### src/rtl/csla_pkg.sv
package csla_pkg;
  function automatic int lf_levels(input int w);
    return (w <= 1) ? 0 : $clog2(w);
  endfunction

  function automatic int group_count(input int n, input int g);
    return (n + g - 1) / g;
  endfunction
endpackage

### src/rtl/lf_prefix_adder.sv
module lf_prefix_adder #(
  parameter int W = 4
) (
  input  logic [W-1:0] a_i,
  input  logic [W-1:0] b_i,
  input  logic         cin_i,
  output logic [W-1:0] sum_o,
  output logic         cout_o
);
  localparam int LVL = csla_pkg::lf_levels(W);

  logic [W-1:0] gen0, prop0;
  logic [W-1:0] g_v, p_v, g_n, p_n;
  logic [W:0]   carry;

  assign gen0  = a_i & b_i;
  assign prop0 = a_i ^ b_i;

  // cin folded into bit 0 generate so all carries come from the tree
  always_comb begin
    g_v = gen0 | W'(prop0[0] & cin_i);
    p_v = prop0;
    g_n = g_v;
    p_n = p_v;
    for (int l = 0; l < LVL; l++) begin
      g_n = g_v;
      p_n = p_v;
      for (int i = 0; i < W; i++) begin
        if (((i >> l) & 1) == 1) begin
          g_n[i] = g_v[i] | (p_v[i] & g_v[((i >> l) << l) - 1]);
          p_n[i] = p_v[i] & p_v[((i >> l) << l) - 1];
        end
      end
      g_v = g_n;
      p_v = p_n;
    end
    carry[0] = cin_i;
    for (int i = 0; i < W; i++) carry[i+1] = g_v[i];
  end

  assign sum_o  = prop0 ^ carry[W-1:0];
  assign cout_o = carry[W];
endmodule

### src/rtl/excess1_conv.sv
module excess1_conv #(
  parameter int W = 4
) (
  input  logic [W-1:0] s_i,
  input  logic         co_i,
  output logic [W-1:0] s_o,
  output logic         co_o
);
  logic run;

  always_comb begin
    run = 1'b1;
    for (int i = 0; i < W; i++) begin
      s_o[i] = s_i[i] ^ run;
      run    = run & s_i[i];
    end
    co_o = co_i | run;
  end
endmodule

### src/rtl/csel_group.sv
module csel_group #(
  parameter int W     = 4,
  parameter bit FIRST = 1'b0
) (
  input  logic [W-1:0] a_i,
  input  logic [W-1:0] b_i,
  input  logic         cin_i,
  output logic [W-1:0] sum_o,
  output logic         cout_o
);
  if (FIRST) begin : g_direct
    lf_prefix_adder #(.W(W)) u_lf (
      .a_i(a_i), .b_i(b_i), .cin_i(cin_i), .sum_o(sum_o), .cout_o(cout_o)
    );
  end else begin : g_select
    logic [W-1:0] s0, s1;
    logic         c0, c1;

    lf_prefix_adder #(.W(W)) u_lf (
      .a_i(a_i), .b_i(b_i), .cin_i(1'b0), .sum_o(s0), .cout_o(c0)
    );
    excess1_conv #(.W(W)) u_inc (
      .s_i(s0), .co_i(c0), .s_o(s1), .co_o(c1)
    );

    assign sum_o  = cin_i ? s1 : s0;
    assign cout_o = cin_i ? c1 : c0;
  end
endmodule

### src/rtl/csla_lf_bec.sv
module csla_lf_bec #(
  parameter int DATA_W = 16,
  parameter int GRP_W  = 4
) (
  input  logic [DATA_W-1:0] a_i,
  input  logic [DATA_W-1:0] b_i,
  input  logic              cin_i,
  output logic [DATA_W-1:0] sum_o,
  output logic              cout_o
);
  localparam int NUM_GRP = csla_pkg::group_count(DATA_W, GRP_W);

  logic [NUM_GRP:0] grp_c;

  assign grp_c[0] = cin_i;

  for (genvar k = 0; k < NUM_GRP; k++) begin : g_grp
    localparam int LO = k * GRP_W;
    localparam int GW = (DATA_W - LO < GRP_W) ? (DATA_W - LO) : GRP_W;

    csel_group #(.W(GW), .FIRST(k == 0)) u_grp (
      .a_i   (a_i[LO +: GW]),
      .b_i   (b_i[LO +: GW]),
      .cin_i (grp_c[k]),
      .sum_o (sum_o[LO +: GW]),
      .cout_o(grp_c[k+1])
    );
  end

  assign cout_o = grp_c[NUM_GRP];
endmodule

### config.mk
export PLATFORM = sky130hd
export DESIGN_NAME = csla_lf_bec
export DESIGN_NICKNAME = d
export VERILOG_FILES = /design/src/rtl/csla_pkg.sv /design/src/rtl/lf_prefix_adder.sv /design/src/rtl/excess1_conv.sv /design/src/rtl/csel_group.sv /design/src/rtl/csla_lf_bec.sv
export SDC_FILE = /design/constraint.sdc
export NUM_CORES = 1
export LEC_CHECK = 0
export CELL_PAD_IN_SITES_DETAIL_PLACEMENT = 0
export CELL_PAD_IN_SITES_GLOBAL_PLACEMENT = 1
export CORE_ASPECT_RATIO = 1.2
export CORE_MARGIN = 1.5
export CORE_UTILIZATION = 25
export DETAILED_ROUTE_END_ITERATION = 7
export PLACE_DENSITY = 0.9
export RECOVER_POWER = 25
export SYNTH_ARGS = -nofsm -noshare
export SYNTH_HDL_FRONTEND = slang
export SYNTH_HIERARCHICAL = 1
export SYNTH_SLANG_ARGS = --single-unit
### constraint.sdc
create_clock -name vclk -period 3
set_input_delay 0.3 -clock vclk [all_inputs]
set_output_delay 0.3 -clock vclk [all_outputs]
set_load 0.02 [all_outputs]
; ---- Word-level counts from Yosys, hierarchy flattened
; Index checks and enable logic that the tools add are counted.
[word_totals]
reg_bits = 0
in_bits = 33
output_inout_bits = 17
wordCells = 80
[classes]
mux = 6
bitwise = 74
[op_table]
columns = operator, n
row1 = bitwise XOR 4 bit, 8
row2 = AND 1 bit, 30
row3 = bitwise OR 1 bit, 19
row4 = AND 4 bit, 4
row5 = two-way mux 4 bit, 3
row6 = bitwise XOR 1 bit, 9
row7 = bitwise OR 4 x 1 -> 4 bit, 1
row8 = two-way mux 1 bit, 3
row9 = inverter 1 bit, 3

; ---- Logic depth before layout (Yosys ltp)
[logic_depth]
depth_word = 13
depth_mapped = 11

; ---- Cells and area by module
; The synthesis kept the hierarchy.
[modules_own_cells]
columns = mod, n_inst, cells_per_inst, area_each_um2, seq_area_each_um2
row1 = lf_prefix_adder, 4, 14, 126.4, 0.0
row2 = csel_group (g_grp[1].u_grp ...), 3, 6, 60.1, 0.0
row3 = excess1_conv, 3, 5, 47.5, 0.0

; ---- Worst setup path after synthesis
; OpenSTA, ideal clock, no wires.
[synth_timing]
path_type = input -> output
startpoint = input port a_i[4]
endpoint = output port cout_o
arrival_time_ns = 2.978
required_ns = 2.700
slack_ns = -0.278
cell_stages = 11
path_cell_list = inv_1 fa_1 inv_1 fa_1 fa_1 ha_1 ha_1 or2_1 mux2_2 mux2_2 mux2_2
[synth_via]
elab_cells_between_ends = 16
[synth_lines]
columns = element, line
row1 = "start, declared", csla_lf_bec.sv:5  ; input logic [DATA_W-1:0] a_i,
row2 = AND 4 bit, lf_prefix_adder.sv:16  ; assign gen0 = a_i & b_i;
row3 = AND 1 bit, lf_prefix_adder.sv:30  ; g_n[i] = g_v[i] | (p_v[i] & g_v[((i >> l) << l) - 1]);
row4 = bitwise OR 1 bit, lf_prefix_adder.sv:30
row5 = bitwise XOR 4 bit, lf_prefix_adder.sv:41  ; assign sum_o = prop0 ^ carry[W-1:0];
row6 = net g_grp[1].u_grp.g_select.s0[2], csel_group.sv:16  ; logic [W-1:0] s0, s1;
row7 = AND 1 bit (2 in series), excess1_conv.sv:15  ; run = run & s_i[i];
row8 = bitwise OR 1 bit, excess1_conv.sv:17  ; co_o = co_i | run;
row9 = net g_grp[1].u_grp.g_select.c1, csel_group.sv:17  ; logic c0, c1;
row10 = two-way mux 1 bit, csel_group.sv:27  ; assign cout_o = cin_i ? c1 : c0;
row11 = net grp_c[2], csla_lf_bec.sv:13  ; logic [NUM_GRP:0] grp_c;
row12 = two-way mux 1 bit, csel_group.sv:27
row13 = net grp_c[3], csla_lf_bec.sv:13
row14 = two-way mux 1 bit, csel_group.sv:27
row15 = "end, declared", csla_lf_bec.sv:9  ; output logic cout_o
; The timed path passes the listed nets, and every way through them passes these cells.

; ---- Worst setup path after layout
[layout_timing]
startpoint = input port a_i[4]
endpoint = output port sum_o[14]
[layout_via]
elab_cells_between_ends = 16
[layout_lines]
columns = element, line
row1 = AND 4 bit, lf_prefix_adder.sv:16
row2 = AND 1 bit, lf_prefix_adder.sv:30
row3 = bitwise OR 1 bit, lf_prefix_adder.sv:30
row4 = bitwise XOR 4 bit, lf_prefix_adder.sv:41
row5 = net g_grp[1].u_grp.g_select.s0[2], csel_group.sv:16
row6 = AND 1 bit (2 in series), excess1_conv.sv:15
row7 = bitwise OR 1 bit, excess1_conv.sv:17
row8 = net g_grp[1].u_grp.g_select.c1, csel_group.sv:17
row9 = two-way mux 1 bit, csel_group.sv:27
row10 = net grp_c[2], csla_lf_bec.sv:13
row11 = two-way mux 1 bit, csel_group.sv:27
row12 = net grp_c[3], csla_lf_bec.sv:13
row13 = two-way mux 4 bit, csel_group.sv:26  ; assign sum_o = cin_i ? s1 : s0;
row14 = "end, declared", csla_lf_bec.sv:8  ; output logic [DATA_W-1:0] sum_o,
; The timed path passes the listed nets, and every way through them passes these cells.

==> results.ini <==
[global_routing]
antenna_found_initial = 0
overflow = 0
grt_max_degree = 6
grt_pass1_wl_microns = 3660
grt.total_usage_pct = 11.9
grt_pass1_vias = 924

[clock_network]
cts_hold_buf = 0

[timing]
tns_ns = -3.26
rsz0062_at_grt = true
slew_viol_final = 0
worst_slack_ns = -0.427
period_minus_slack_ns = 3.43
min_period_over_period_pct = 114
finalHoldViolations = 0
setup_viol = 9
maxClockFrequency_mhz = 292
whs_ns = 1.45

[power_and_ir_drop]
p_switching_uw = 237
p_sw_share_pct = 44.4
vdd_drop_max_mv = 0.337
power_density_nw_per_um2 = 346
clkPwrFrac_pct = 0
fin_total_pwr_uw = 534
intPower_uw = 297
cellLeakagePower_uw = 0.000763
pwr-share-seq_pct = 0
power_frac_comb_pct = 100.0

[routing]
vias_per_cell = 4.31
drc_errors = 0
firstDrtPassIters = 2
wire_per_inst_microns = 10.7
routed_wl_microns = 2020
drtAntennaViolNets = 0
vias = 815
first_iter_violations = 4

[logic_synthesis]
seq_area_frac_synth_pct = 0
syn_inst = 89
yosys.area_share.xor_xnor_pct = 4.23
syn_nets = 151
yosys.area_share.simple_pct = 6.50
synthAdderAreaFrac_pct = 54.7
syn_avg_cell_area_sq_um = 9.31
muxShareOfSynthArea_pct = 20.4
yosysUniqueCellTypes = 10
yosys_warnings = 6
syn_area_sq_um = 828
synth_top_family_by_area = adder cells
synth-compound-area-share_pct = 2.42

[floorplan]
die-area_sq_um = 3670
ioPinCount = 50
fp.dieW_microns = 55.5
die_y_microns = 66.1
fp-row-count = 22
initial_core_util_pct = 26.6
coreArea_sq_um = 3110

[final_layout]
seq_cells = 0
fillCellCount = 316
regArea_sq_um = 0
multiInputGateArea_sq_um = 787
nets = 217
n_antenna_cell = 0
final.clkbuf_count = 0
fin_area_sq_um = 1540
area_delta_synth_final_pct = 86.1
drive_gt1_share_pct = 35.3

[place]
port_buffers = 50
routabilityCongestion = 0.824
dp_hpwl_microns = 1830
placed_area_sq_um = 1490

[setup_path]
crit_required_ns = 2.70
cp-start-kind = input port
critPathArrivalTime_ns = 3.13
crit_path_max_fanout = 5
path_class = input port to primary output
end_kind = primary output

[outcome]
status = complete, but fails checks
violations = setup timing

[worst_hold_path]
hold_class = input port to primary output

[job]
maxCapViolCount = 0

power by group through the flow:
stage                     logic (uW)  registers (uW)  clock network, uW
after floorplan                  279               0                  0
after global placement           496               0                  0
after detailed placement         512               0                  0
after CTS                        536               0                  0
after global routing             584               0                  0
final                            534               0                  0
path summary, 6_finish.rpt:
check / start / to / slack (ns) / depth (start not counted)
worst max-delay path: a_i[4] / sum_o[14] / -0.43 / 13
worst min-delay path: a_i[8] / sum_o[8] / 1.45 / 7
per-layer routing:
layer | GRT usage [%] | part of all wire (%)
met5 | 0 | 0
met4 | 0 | 0
met3 | 0.978 | 5.5
met2 | 26.8 | 60
met1 | 12.3 | 35
cells by family after synthesis:
| kind of cell | Yosys count |
|---|---|
| multiplexers | 15 |
| AND/OR/NAND/NOR | 11 |
| AO/OA/AOI/OAI | 4 |
| buffers and inverters | 23 |
| other | 3 |
| XOR/XNOR | 4 |
| adder cells (fa/ha/maj) | 29 |
area by class of cell:
class | instances | area share (%)
tap | 36 | 2.92
inverter | 23 | 6.41
timing repair buffer | 64 | 39.6
multi-input combinational | 66 | 51.1
worst max-delay path, stage by stage:
cell and delay (ns):
buf_8 0.09, inv_12 0.03, fa_2 0.38, inv_2 0.06, fa_2 0.20, fa_1 0.44, ha_2 0.20, ha_2 0.15
or2_1 0.22, mux2_4 0.27, mux2_4 0.35, mux2_4 0.31, buf_6 0.13
Yosys cell counts (all sizes together):
cell	count	area, sq um
or2	3	18.8
mux2	15	169
conb	3	11.3
nand2	4	15.0
ha	17	213
a21oi	4	20.0
inv	23	86.3
xor2	4	35.0
fa	12	240
nand3	4	20.0
metrics by stage:
step / std cells / util [%] / setup WS (ns)
after floorplan: 89 / - / -0.172
after global placement: 185 / 47.8 / -1.31
after detailed placement: 185 / 47.8 / -1.38
after CTS: 188 / 49.2 / -0.429
after global routing: 189 / 49.6 / -0.497
final: 189 / 49.6 / -0.427
what timing repair did:
action,CTS,global route
endpoints found under the setup margin,13,9
cloned,0,0
buffers inserted,3,2
resized for setup,81,2
pin swaps,10,0
cell usage in the layout (no fill, tap or decap):
| cell | count |
|---|---|
| dlygate4sd3_1 | 2 |
| xor2_1 | 4 |
| conb_1 | 3 |
| ha_1 | 12 |
| ha_2 | 5 |
| nand2_1 | 4 |
| mux2_4 | 6 |
| clkdlybuf4s50_1 | 29 |
| fa_2 | 4 |
| mux2_2 | 9 |
| inv_1 | 18 |
| inv_12 | 1 |
| nand3_1 | 4 |
| buf_2 | 1 |
| a21oi_1 | 4 |
| or2_1 | 3 |
| buf_4 | 13 |
| dlygate4sd2_1 | 8 |
| buf_6 | 10 |
| buf_8 | 1 |
| fa_1 | 8 |
| inv_2 | 4 |
Power figures use the tool's default switching activity.
